==> config.mk <==
export PLATFORM = sky130hd
export DESIGN_NAME = link_blink_top
export DESIGN_NICKNAME = d
export VERILOG_FILES = /design/src/rtl/link_blink_pkg.sv /design/src/rtl/link_blink_tick.sv /design/src/rtl/link_blink_seq.sv /design/src/rtl/link_blink_top.sv
export SDC_FILE = /design/constraint.sdc
export NUM_CORES = 1
export LEC_CHECK = 0
export BUFFER_PORTS_ARGS = -buffer_cell sky130_fd_sc_hd__buf_2
export CAP_MARGIN = 20
export CORE_ASPECT_RATIO = 0.8
export CORE_MARGIN = 2
export CORE_UTILIZATION = 54
export DETAILED_ROUTE_END_ITERATION = 6
export PLACE_DENSITY = 0.78
export SLEW_MARGIN = 20
export SYNTH_ARGS = -nofsm -noshare
export SYNTH_HDL_FRONTEND = slang
export SYNTH_SLANG_ARGS = --single-unit
export TNS_END_PERCENT = 20
==> constraint.sdc <==
create_clock -name clk -period 1.8 [get_ports clk]
set_input_delay 0.09 -clock clk [delete_from_list [all_inputs] [get_ports clk]]
set_output_delay 0.09 -clock clk [all_outputs]
set_load 0.005 [all_outputs]
==> src/rtl/link_blink_pkg.sv <==
package link_blink_pkg;

  typedef enum logic [2:0] {
    CL_OFF = 3'd0,
    CL_ON  = 3'd1,
    CL_E1  = 3'd2,
    CL_E2  = 3'd3,
    CL_E3  = 3'd4
  } link_cls_e;

  // Map the raw code to a class; reserved codes fall back to disconnected.
  function automatic link_cls_e decode_state(input logic [2:0] code);
    case (code)
      3'd1:    decode_state = CL_ON;
      3'd2:    decode_state = CL_E1;
      3'd3:    decode_state = CL_E2;
      3'd4:    decode_state = CL_E3;
      default: decode_state = CL_OFF;
    endcase
  endfunction

  function automatic logic is_error(input link_cls_e c);
    is_error = (c == CL_E1) || (c == CL_E2) || (c == CL_E3);
  endfunction

  function automatic int pulse_count(input link_cls_e c);
    case (c)
      CL_E1:   pulse_count = 1;
      CL_E2:   pulse_count = 2;
      CL_E3:   pulse_count = 3;
      default: pulse_count = 0;
    endcase
  endfunction

endpackage

==> src/rtl/link_blink_tick.sv <==
module link_blink_tick #(
  parameter int TICK_CYCLES = 12000
) (
  input  logic clk,
  input  logic rst_n,
  output logic tick
);
  localparam int CW = (TICK_CYCLES > 1) ? $clog2(TICK_CYCLES) : 1;
  localparam logic [CW-1:0] LAST = CW'(TICK_CYCLES - 1);

  logic [CW-1:0] cnt;

  always_ff @(posedge clk or negedge rst_n) begin
    if (!rst_n) begin
      cnt  <= '0;
      tick <= 1'b0;
    end else begin
      tick <= (cnt == LAST);
      cnt  <= (cnt == LAST) ? '0 : cnt + 1'b1;
    end
  end


  tick_spacing_chk: assert property (@(posedge clk) disable iff (!rst_n)
    (TICK_CYCLES > 1 && tick) |=> !tick);

endmodule

==> src/rtl/link_blink_seq.sv <==
module link_blink_seq
  import link_blink_pkg::*;
#(
  parameter int PULSE_MS  = 50,
  parameter int PERIOD_MS = 1000
) (
  input  logic      clk,
  input  logic      rst_n,
  input  logic      tick,
  input  link_cls_e cls,
  input  logic      plug,
  output logic      level
);
  localparam int SLOTS = PERIOD_MS / PULSE_MS;
  localparam int SW    = (SLOTS > 1) ? $clog2(SLOTS) : 1;
  localparam int PW    = (PULSE_MS > 1) ? $clog2(PULSE_MS) : 1;
  localparam logic [SW-1:0] SLOT_LAST = SW'(SLOTS - 1);
  localparam logic [PW-1:0] SUB_LAST  = PW'(PULSE_MS - 1);

  link_cls_e     cls_q;
  logic          armed;
  logic          running;
  logic [PW-1:0] sub;
  logic [SW-1:0] slot;
  logic          changed;

  assign changed = (cls != cls_q);

  always_ff @(posedge clk or negedge rst_n) begin
    if (!rst_n) begin
      cls_q   <= CL_OFF;
      armed   <= 1'b0;
      running <= 1'b0;
      sub     <= '0;
      slot    <= '0;
    end else begin
      cls_q <= cls;
      if (changed) begin
        running <= 1'b0;
        armed   <= is_error(cls);
      end else if (plug && is_error(cls)) begin
        running <= 1'b0;
        armed   <= 1'b1;
      end else if (tick) begin
        if (armed) begin
          armed   <= 1'b0;
          running <= 1'b1;
          sub     <= '0;
          slot    <= '0;
        end else if (running) begin
          if (sub == SUB_LAST) begin
            sub  <= '0;
            slot <= (slot == SLOT_LAST) ? '0 : slot + 1'b1;
          end else begin
            sub <= sub + 1'b1;
          end
        end
      end
    end
  end

  always_comb begin
    case (cls)
      CL_ON:  level = 1'b0;
      CL_OFF: level = 1'b1;
      default:
        level = !(!changed && running && !slot[0] &&
                  (int'(slot) < 2 * pulse_count(cls)));
    endcase
  end


  abort_on_change_chk: assert property (@(posedge clk) disable iff (!rst_n)
    changed |=> !running);


  plug_restart_chk: assert property (@(posedge clk) disable iff (!rst_n)
    (!changed && plug && is_error(cls)) |=> (!running && armed));


  slot_range_chk: assert property (@(posedge clk) disable iff (!rst_n)
    running |-> (int'(slot) < SLOTS));

endmodule

==> src/rtl/link_blink_top.sv <==
module link_blink_top
  import link_blink_pkg::*;
#(
  parameter int TICK_CYCLES = 12000,
  parameter int PULSE_MS    = 50,
  parameter int PERIOD_MS   = 1000
) (
  input  logic       clk,
  input  logic       rst_n,
  input  logic [2:0] link_state,
  input  logic       plug_evt,
  output logic       status_n
);
  logic      tick;
  logic      level;
  link_cls_e cls;

  assign cls = decode_state(link_state);

  link_blink_tick #(.TICK_CYCLES(TICK_CYCLES)) u_tick (
    .clk   (clk),
    .rst_n (rst_n),
    .tick  (tick)
  );

  link_blink_seq #(.PULSE_MS(PULSE_MS), .PERIOD_MS(PERIOD_MS)) u_seq (
    .clk   (clk),
    .rst_n (rst_n),
    .tick  (tick),
    .cls   (cls),
    .plug  (plug_evt),
    .level (level)
  );

  always_ff @(posedge clk or negedge rst_n) begin
    if (!rst_n) status_n <= 1'b1;
    else        status_n <= level;
  end


  connected_low_chk: assert property (@(posedge clk) disable iff (!rst_n)
    (link_state == 3'd1) |=> !status_n);


  idle_high_chk: assert property (@(posedge clk) disable iff (!rst_n)
    (link_state == 3'd0 || link_state > 3'd4) |=> status_n);

endmodule

### Yosys cells after proc, flatten, opt, wreduce, memory -nomap -nowiden

Index checks and enable logic that the tools add are counted.

* flip-flop bits (word level): 32
* latch bits: 0
* memory bits (writable): 0
* bits in read-only memories: 0
* input bits: 6
* output and inout bits: 1
* word-level logic and storage cells: 63
* memories kept: 0

* $add $sub $neg: 3
* multipliers: 0
* div/mod/pow operators: 0
* $lt $le $gt $ge: 1
* eq/ne operators: 12
* shifts and indexed selects: 0
* muxes and demuxes: 19
* bitwise gates (word level): 2
* reductions and logical operators: 18

Operators by type and width (count)
* 6-bit by 32-bit less-than comparator with 1-bit output: 1
* 31-bit 2-to-1 mux: 1
* 5-bit 2-to-1 mux: 4
* 6-bit 2-to-1 mux: 3
* 14-bit by 1-bit adder with 14-bit output, second input constant: 1
* 14-bit equality test, second input constant: 1
* 14-bit 2-to-1 mux: 1
* 3-bit by 2-bit equality test with 1-bit output, second input constant: 4
* 3-bit case mux with 4 select lines: 1
* 1-bit 2-to-1 mux: 7
* 6-bit by 1-bit adder with 6-bit output, second input constant: 1
* 3-bit by 1-bit equality test with 1-bit output, second input constant: 2
* 3-bit equality test, second input constant: 2
* 6-bit equality test, second input constant: 1
* 2-bit case mux with 3 select lines: 1
* 3-bit nonzero test: 2
* 5-bit by 1-bit adder with 5-bit output, second input constant: 1
* 5-bit equality test, second input constant: 1
* 5-bit AND reduction: 1
* 1-bit logical AND: 4
* 4-bit AND reduction: 1
* 2-bit nonzero test: 2
* 1-bit logical NOT: 3
* 3-bit logical NOT: 1
* other kinds (6): 8

### Longest topological paths before layout

Gate-level depths: netlist (run 1).

* depth in word-level cells: 9
* depth in mapped cells: 10

### Cells and area by module

A second synthesis (run 1) with hierarchy kept.

* cell total of the unflattened synthesis: 181
* area total of the unflattened synthesis: 1794.2 um2

Modules (own cells, without submodules)
* link_blink_seq: instances 1, cells an instance 106, area each 1002.2 um2, seq. area each 400.4 um2
* link_blink_tick: instances 1, cells an instance 71, area each 735.7 um2, seq. area each 375.4 um2
* link_blink_top: instances 1, cells an instance 4, area each 56.3 um2, seq. area each 26.3 um2

### Least setup slack after synthesis (run 1)

No wires, ideal clock.

* kind: reg-to-reg
* start point: reg u_seq.cls_q[0]
* end point: reg u_seq.slot[3]
* setup time: 0.132 ns
* arrival: 1.694 ns
* required time: 1.668 ns
* path slack: -0.026 ns
* stages on the path, launching flop included: 7
* buffers on the path: 1
* clock period less this slack: 1.826 ns
* cells stage by stage: dfrtp_1 > xor2_1 > or4_4 > a21bo_1 > clkbuf_1 > o31ai_1 > o31ai_1

* word-level cells in the longest chain between the ends: 3

RTL lines
* start: declaration: line link_blink_seq.sv:20 `link_cls_e cls_q;`
* start signal: assignment: line link_blink_seq.sv:37 `cls_q <= cls;`
* 3-bit != test: line link_blink_seq.sv:27 `assign changed = (cls != cls_q);`
* 1-bit inverter (no source line)
* 5-bit AND reduction (no source line)
* end signal: assignment: line link_blink_seq.sv:53 `slot <= (slot == SLOT_LAST) ? '0 : slot + 1'b1;`
* end: declaration: line link_blink_seq.sv:24 `logic [SW-1:0] slot;`

No other way between the ends.
A chain may end at the register's enable or synchronous reset.

### Final worst setup path (run 1)

* start point: reg u_seq.cls_q[0]
* end point: reg u_seq.sub[4]

* word-level cells in the longest chain between the ends: 3

RTL lines
* 3-bit != test: line link_blink_seq.sv:27
* 1-bit inverter (no source line)
* 4-bit AND reduction (no source line)
* end signal: assignment: line link_blink_seq.sv:55 `sub <= sub + 1'b1;`
* end: declaration: line link_blink_seq.sv:23 `logic [PW-1:0] sub;`

No other way between the ends.

==> results of run 1 <==
==> synth_stat cells (2+ instances only) <==
| library cell | count |
|---|---|
| dfrtp_1 | 31 |
| o21ai_0 | 18 |
| nor2_1 | 17 |
| nand2_1 | 13 |
| nand3_1 | 12 |
| xor2_1 | 9 |
| a21oi_1 | 5 |
| ha_1 | 5 |
| inv_1 | 5 |
| o31ai_1 | 5 |
| clkbuf_1 | 4 |
| nand4_1 | 4 |
| xnor2_1 | 4 |
| and2_1 | 3 |
| nor2b_1 | 3 |
| nor4_1 | 3 |
| a41oi_1 | 2 |
| and3_1 | 2 |
| nor3_1 | 2 |
| nor3b_1 | 2 |
| or3_1 | 2 |
==> critical path, stage by stage, from the launching register on <==
cell,delay [ns]
dfrtp_1,0.40
xor2_1,0.15
or4_4,0.51
a21bo_1,0.20
or4_1,0.46
nand3_1,0.08
==> sequential cells by signal, summed over array words and instances, names as in the netlist <==
register	count
u_tick.cnt	14
u_seq.armed	1
u_seq.running	1
u_tick.tick	1
u_seq.sub	6
status_n	1
u_seq.cls_q	3
u_seq.slot	5
==> report_power, final <==
group	switching (mW)	internal, mW	total (mW)
clock network	0.248	0.340	0.588
logic	0.0801	0.0470	0.127
registers	0.00596	0.729	0.735
==> cell families (layout without fill, tap and decap cells) <==
group           count (synthesis)  in the layout  share of synthesized area [%]
simple gates                   72             72                           23.2
buf+inv                        10             27                           2.51
flops                          32             32                           48.7
fa+ha+maj                       5              5                           3.80
xor+xnor                       13             13                           6.92
compound gates                 38             38                           14.8
==> layout make-up <==
type | instances | area [µm²] | area share (%)
multi-input combinational | 128 | 835 | 43.9
sequential | 32 | 802 | 42.1
timing repair buffer | 15 | 104 | 5.46
clock buffer | 7 | 96.3 | 5.06
tap | 38 | 47.5 | 2.50
inverter | 5 | 18.8 | 0.986
==> per-layer routing <==
layer  GRT usage (%)  routed length, µm
met5               0                  0
met4            7.29                 38
met3            8.94                114
met2            33.7               1400
met1            29.1               1540
==> timing repair <==
action	CTS	global route
endpoints found under the setup margin	10	13
pin swaps	1	2
hold buffers	1	0
resized for setup	6	11
endpoints found under the hold margin	31	0
gates cloned	0	0
==> worst max path at each step <==
stage / startpoint / end / slack [ns] / cells after the start
2_1_floorplan: u_seq.cls_q[0]$_DFF_PN0_ / u_seq.sub[4]$_DFFE_PN0P_ / 0.007 / 5
3_3_place_gp: u_seq.cls_q[0]$_DFF_PN0_ / u_seq.sub[4]$_DFFE_PN0P_ / 0.008 / 5
3_5_place_dp: u_seq.cls_q[0]$_DFF_PN0_ / u_seq.slot[3]$_DFFE_PN0P_ / -0.10 / 6
4_1_cts: u_seq.cls_q[0]$_DFF_PN0_ / u_seq.sub[4]$_DFFE_PN0P_ / -0.04 / 5
5_1_grt: u_seq.cls_q[0]$_DFF_PN0_ / u_seq.sub[4]$_DFFE_PN0P_ / -0.13 / 5
6_report: u_seq.cls_q[0]$_DFF_PN0_ / u_seq.sub[4]$_DFFE_PN0P_ / -0.07 / 5
==> impl_metrics.json, run 1 <==
{
  "vias_per_cell": 5.70,
  "failed_checks": "negative setup slack",
  "gp_congestion": 0.837,
  "core_area_um2": 2830,
  "drt_wl_total_um": 3090,
  "ys_types": 40,
  "n_antenna_cell": 0,
  "grt_start_max_net_pins": 33,
  "synth_cells": 170,
  "cellPowerDensity_nw_per_um2": 762,
  "dp.cells": 217,
  "htree_levels": 2,
  "timing.hold.ws_ns": 0.0848,
  "cts_tree": "yes",
  "crit_required_ns": 2.02,
  "ctsRootBufferMaster": "clkbuf_8",
  "antenna_found_initial": 0,
  "vias": 1283,
  "final-setup-viol-count": 3,
  "grt_overflow": 0,
  "maxCapViolations": 0,
  "synth_area_leaders": "dfrtp_1 (47%), o21ai_0 (5.5%), xor2_1 (4.8%), nor2_1 (3.9%), ha_1 (3.8%)",
  "cp_max_fo": 3,
  "leakage_nw": 0.830,
  "finish.utilization_pct": 67.3,
  "critPathLaunchType": "flop",
  "setup_ws_ns": -0.0675,
  "place_ws_ns": -0.103,
  "cts_setup_buffers": 0,
  "slew_violations": 0,
  "rows": 17,
  "syn_nets": 181,
  "max_clock_freq_mhz": 535,
  "critPathCaptureType": "flop",
  "r2r_end": "u_seq.sub[4]$_DFFE_PN0P_",
  "r2r_slack_ns": -0.07,
  "hold_start": "link_state[2]",
  "cts_sinks": 32,
  "die_w_um": 65.7,
  "fp.dieH_um": 53.4,
  "min_delay_worst_endpoint": "u_seq.cls_q[0]$_DFF_PN0_",
  "synth_top_area_share_pct": 47.1,
  "dpl.hpwl_um": 2220,
  "area_delta_synth_final_pct": 15.7,
  "drt_iter0_drc": 44,
  "synth_area_leader_cell": "dfrtp_1",
  "grt_pass1_vias": 1269,
  "hold_viol": 0,
  "path_clk_slew_ns": 0.06,
  "layout.nets": 198,
  "synth_edf_count": 0,
  "ys.flop_type": "dfrtp_1",
  "final_common_cell": "dfrtp_1",
  "firstDrtPassIters": 4,
  "crit_arrival_ns": 2.09,
  "max-vdd-ir-drop_mv": 0.478,
  "fin_area_um2": 1900,
  "clock_skew_ns": 0.00542,
  "period_minus_slack_ns": 1.87,
  "grt_pass1_wl_um": 5580,
  "start_util_pct": 58.2,
  "power.total_mw": 1.45,
  "min_path_cells": 2,
  "r2r-start": "u_seq.cls_q[0]$_DFF_PN0_",
  "yosys_warnings": 0,
  "pin_count": 7,
  "fillerInstances": 213,
  "ant_nets": 0,
  "path_class": "flop to flop",
  "clk_latency_ns": 0.29,
  "fin_crit_sh_pct": 104,
  "drc": 0,
  "clockBufferDepth": 2,
  "r2r.worst_path.cells": 5,
  "hp-class": "input port to flop",
  "cts_buffers": 5,
  "ys_ff_latch": 32,
  "ys_async_sr_fraction_pct": 100,
  "tns_ns": -0.149,
  "track_usage_pct": 22.2,
  "fin_cells": 225,
  "worst_slew_pin_slew_ns": 0.686,
  "synthesis.area_um2": 1650,
  "fp.dieArea_um2": 3510,
  "slew_headroom_pct": 54.2,
  "avgSynthCellArea_um2": 9.68,
  "status": "complete, but fails checks",
  "postPlaceCellArea_um2": 1760,
  "rsz0062_at_grt": "true",
  "layout_common_cells": "dfrtp_1 (31), nor2_1 (17), nand2_1 (13)",
  "routedWlPerCell_um": 13.7,
  "synth_seq_area_share_pct": 48.7,
  "portBuffers": 6,
  "drive_gt1_share_pct": 15.5
}
Power figures use the tool's default switching activity.
==> inputs of run 2 (changes only) <==
==> constraint.sdc (replaced) <==
create_clock -name clk -period 1.8 [get_ports clk]
set_input_delay 0.18 -clock clk [delete_from_list [all_inputs] [get_ports clk]]
set_output_delay 0.18 -clock clk [all_outputs]
set_load 0.005 [all_outputs]
==> run 2 against run 1 <==
  * The flow still finishes with violations (negative setup slack)
  * Final cell count up 0.89%
  * Worst hold slack better by 0.098 ns
  * Combinational power up 4%
  * Via count up 6.9%
  * Flip-flop and latch count unchanged
  * Power down 1.6%
==> impl_metrics.json, run 2 (synthesis results as in run 1) <==
{
  "status": "complete, but fails checks",
  "failed_checks": "negative setup slack",
  "htree_levels": 2,
  "leakage_nw": 0.827,
  "hold_start": "link_state[2]",
  "ctsRootBufferMaster": "clkbuf_8",
  "grt_overflow": 0,
  "max-vdd-ir-drop_mv": 0.402,
  "top_register": "u_tick.cnt",
  "vias": 1371,
  "top_regs": "u_tick.cnt (14), u_seq.sub (6), u_seq.slot (5)",
  "cp_max_fo": 3,
  "layout.nets": 199,
  "critPathCaptureType": "flop",
  "final_common_cell": "dfrtp_1",
  "worst_slew_pin_slew_ns": 0.711,
  "period_minus_slack_ns": 1.85,
  "path_clk_slew_ns": 0.06,
  "maxCapViolations": 0,
  "finish.utilization_pct": 66.9,
  "met2_length_um": 1650,
  "fin_area_um2": 1890,
  "n_antenna_cell": 0,
  "min_delay_worst_endpoint": "u_seq.cls_q[0]$_DFF_PN0_",
  "r2r_end": "u_seq.sub[4]$_DFFE_PN0P_",
  "p_switching_mw": 0.335,
  "firstDrtPassIters": 4,
  "grt_pass1_wl_um": 6070,
  "grt_pass1_vias": 1327,
  "min_path_cells": 2,
  "slew_violations": 0,
  "fin_crit_sh_pct": 103,
  "cts_buffers": 5,
  "rows": 17,
  "p_comb_share_pct": 9.3,
  "p_int_mw": 1.09,
  "dp.cells": 217,
  "area_delta_synth_final_pct": 15.1,
  "wl_met1_um": 1580,
  "crit_arrival_ns": 2.07,
  "clockBufferDepth": 2,
  "dpl.hpwl_um": 2460,
  "cts_sinks": 32,
  "antenna_found_initial": 0,
  "fin_cells": 227,
  "power.total_mw": 1.43,
  "fp.dieH_um": 53.4,
  "max_clock_freq_mhz": 540,
  "switching_share_pct": 23.5,
  "core_area_um2": 2830,
  "routedWlPerCell_um": 15.6,
  "drive_gt1_share_pct": 15.3,
  "setup_ws_ns": -0.0509,
  "vias_per_cell": 6.04,
  "top_layer_used": "met4",
  "cellPowerDensity_nw_per_um2": 754,
  "final-setup-viol-count": 3,
  "slew_headroom_pct": 52.6,
  "gp_congestion": 0.802,
  "r2r-start": "u_seq.cls_q[0]$_DFF_PN0_",
  "drt_iter0_drc": 121,
  "met3_length_um": 197,
  "layout_common_cells": "dfrtp_1 (31), nor2_1 (17), nand2_1 (13), o21ai_0 (13), nand3_1 (12)",
  "power.share.clock_pct": 39.2,
  "clock_skew_ns": 0.00358,
  "path_class": "flop to flop",
  "pin_count": 7,
  "die_w_um": 65.7,
  "seq_power_share_pct": 51.5,
  "hp-class": "input port to flop",
  "portBuffers": 6,
  "start_util_pct": 58.2,
  "crit_required_ns": 2.02,
  "drt_wl_total_um": 3550,
  "place_ws_ns": -0.0279,
  "cts_tree": "yes",
  "rsz0062_at_grt": "true",
  "timing.hold.ws_ns": 0.182,
  "r2r_slack_ns": -0.05,
  "tns_ns": -0.124,
  "grt_start_max_net_pins": 33,
  "clk_latency_ns": 0.28,
  "hold_viol": 0,
  "postPlaceCellArea_um2": 1760,
  "r2r.worst_path.cells": 5,
  "ant_nets": 0,
  "drc": 0,
  "largest_register_ff_count": 14,
  "track_usage_pct": 24.2,
  "fp.dieArea_um2": 3510,
  "critPathLaunchType": "flop"
}
run 2: changes by cell type in the layout (fill, tap and decap cells not counted), sizes merged:
cell,delta
buf,+1
clkbuf,+1
run 2: worst max-delay path by stage:
stage               slack [ns]                     start                         to
floorplan                0.007  u_seq.cls_q[0]$_DFF_PN0_   u_seq.sub[4]$_DFFE_PN0P_
global route             -0.12  u_seq.cls_q[0]$_DFF_PN0_   u_seq.sub[4]$_DFFE_PN0P_
CTS                      -0.03  u_seq.cls_q[0]$_DFF_PN0_   u_seq.sub[1]$_DFFE_PN0P_
finish                   -0.05  u_seq.cls_q[0]$_DFF_PN0_   u_seq.sub[4]$_DFFE_PN0P_
detailed placement       -0.03  u_seq.cls_q[0]$_DFF_PN0_  u_seq.slot[3]$_DFFE_PN0P_
global placement         0.009  u_seq.cls_q[0]$_DFF_PN0_   u_seq.sub[4]$_DFFE_PN0P_
run 2: worst max-delay path, stage by stage, from the launching register on:
cell and delay [ns]:
dfrtp_1 0.39, xor2_1 0.14, or4_4 0.51, a21bo_1 0.21
or4_1 0.46, nand3_1 0.09
run 2: power by group through the flow:
stage / Clock [mW] / Sequential [mW] / Combinational, mW
2_1_floorplan: 0 / 0.751 / 0.0675
3_3_place_gp: 0 / 0.748 / 0.116
3_5_place_dp: 0 / 0.748 / 0.123
4_1_cts: 0.577 / 0.735 / 0.126
5_1_grt: 0.600 / 0.736 / 0.149
6_report: 0.560 / 0.736 / 0.132
run 2: per-layer routing:
layer	GRT usage, %	vias up
met5	0	-
met4	16.0	0
met3	6.60	15
met2	36.0	50
met1	30.9	659
li1	-	647
run 2: repair_timing:
item / CTS / global route
pin swaps: 1 / 0
buffers inserted: 0 / 1
hold buffers: 1 / 0
endpoints found under the hold margin: 31 / 0
gates cloned: 0 / 0
endpoints found under the setup margin: 4 / 12
gates resized for setup: 2 / 8
run 2: final cells by class:
cell class | count | area [µm²]
clock buffer | 8 | 90.1
fill | 218 | 936
inverter | 5 | 18.8
multi-input combinational | 128 | 823
sequential | 32 | 802
tap | 38 | 47.5
timing repair buffer | 16 | 111
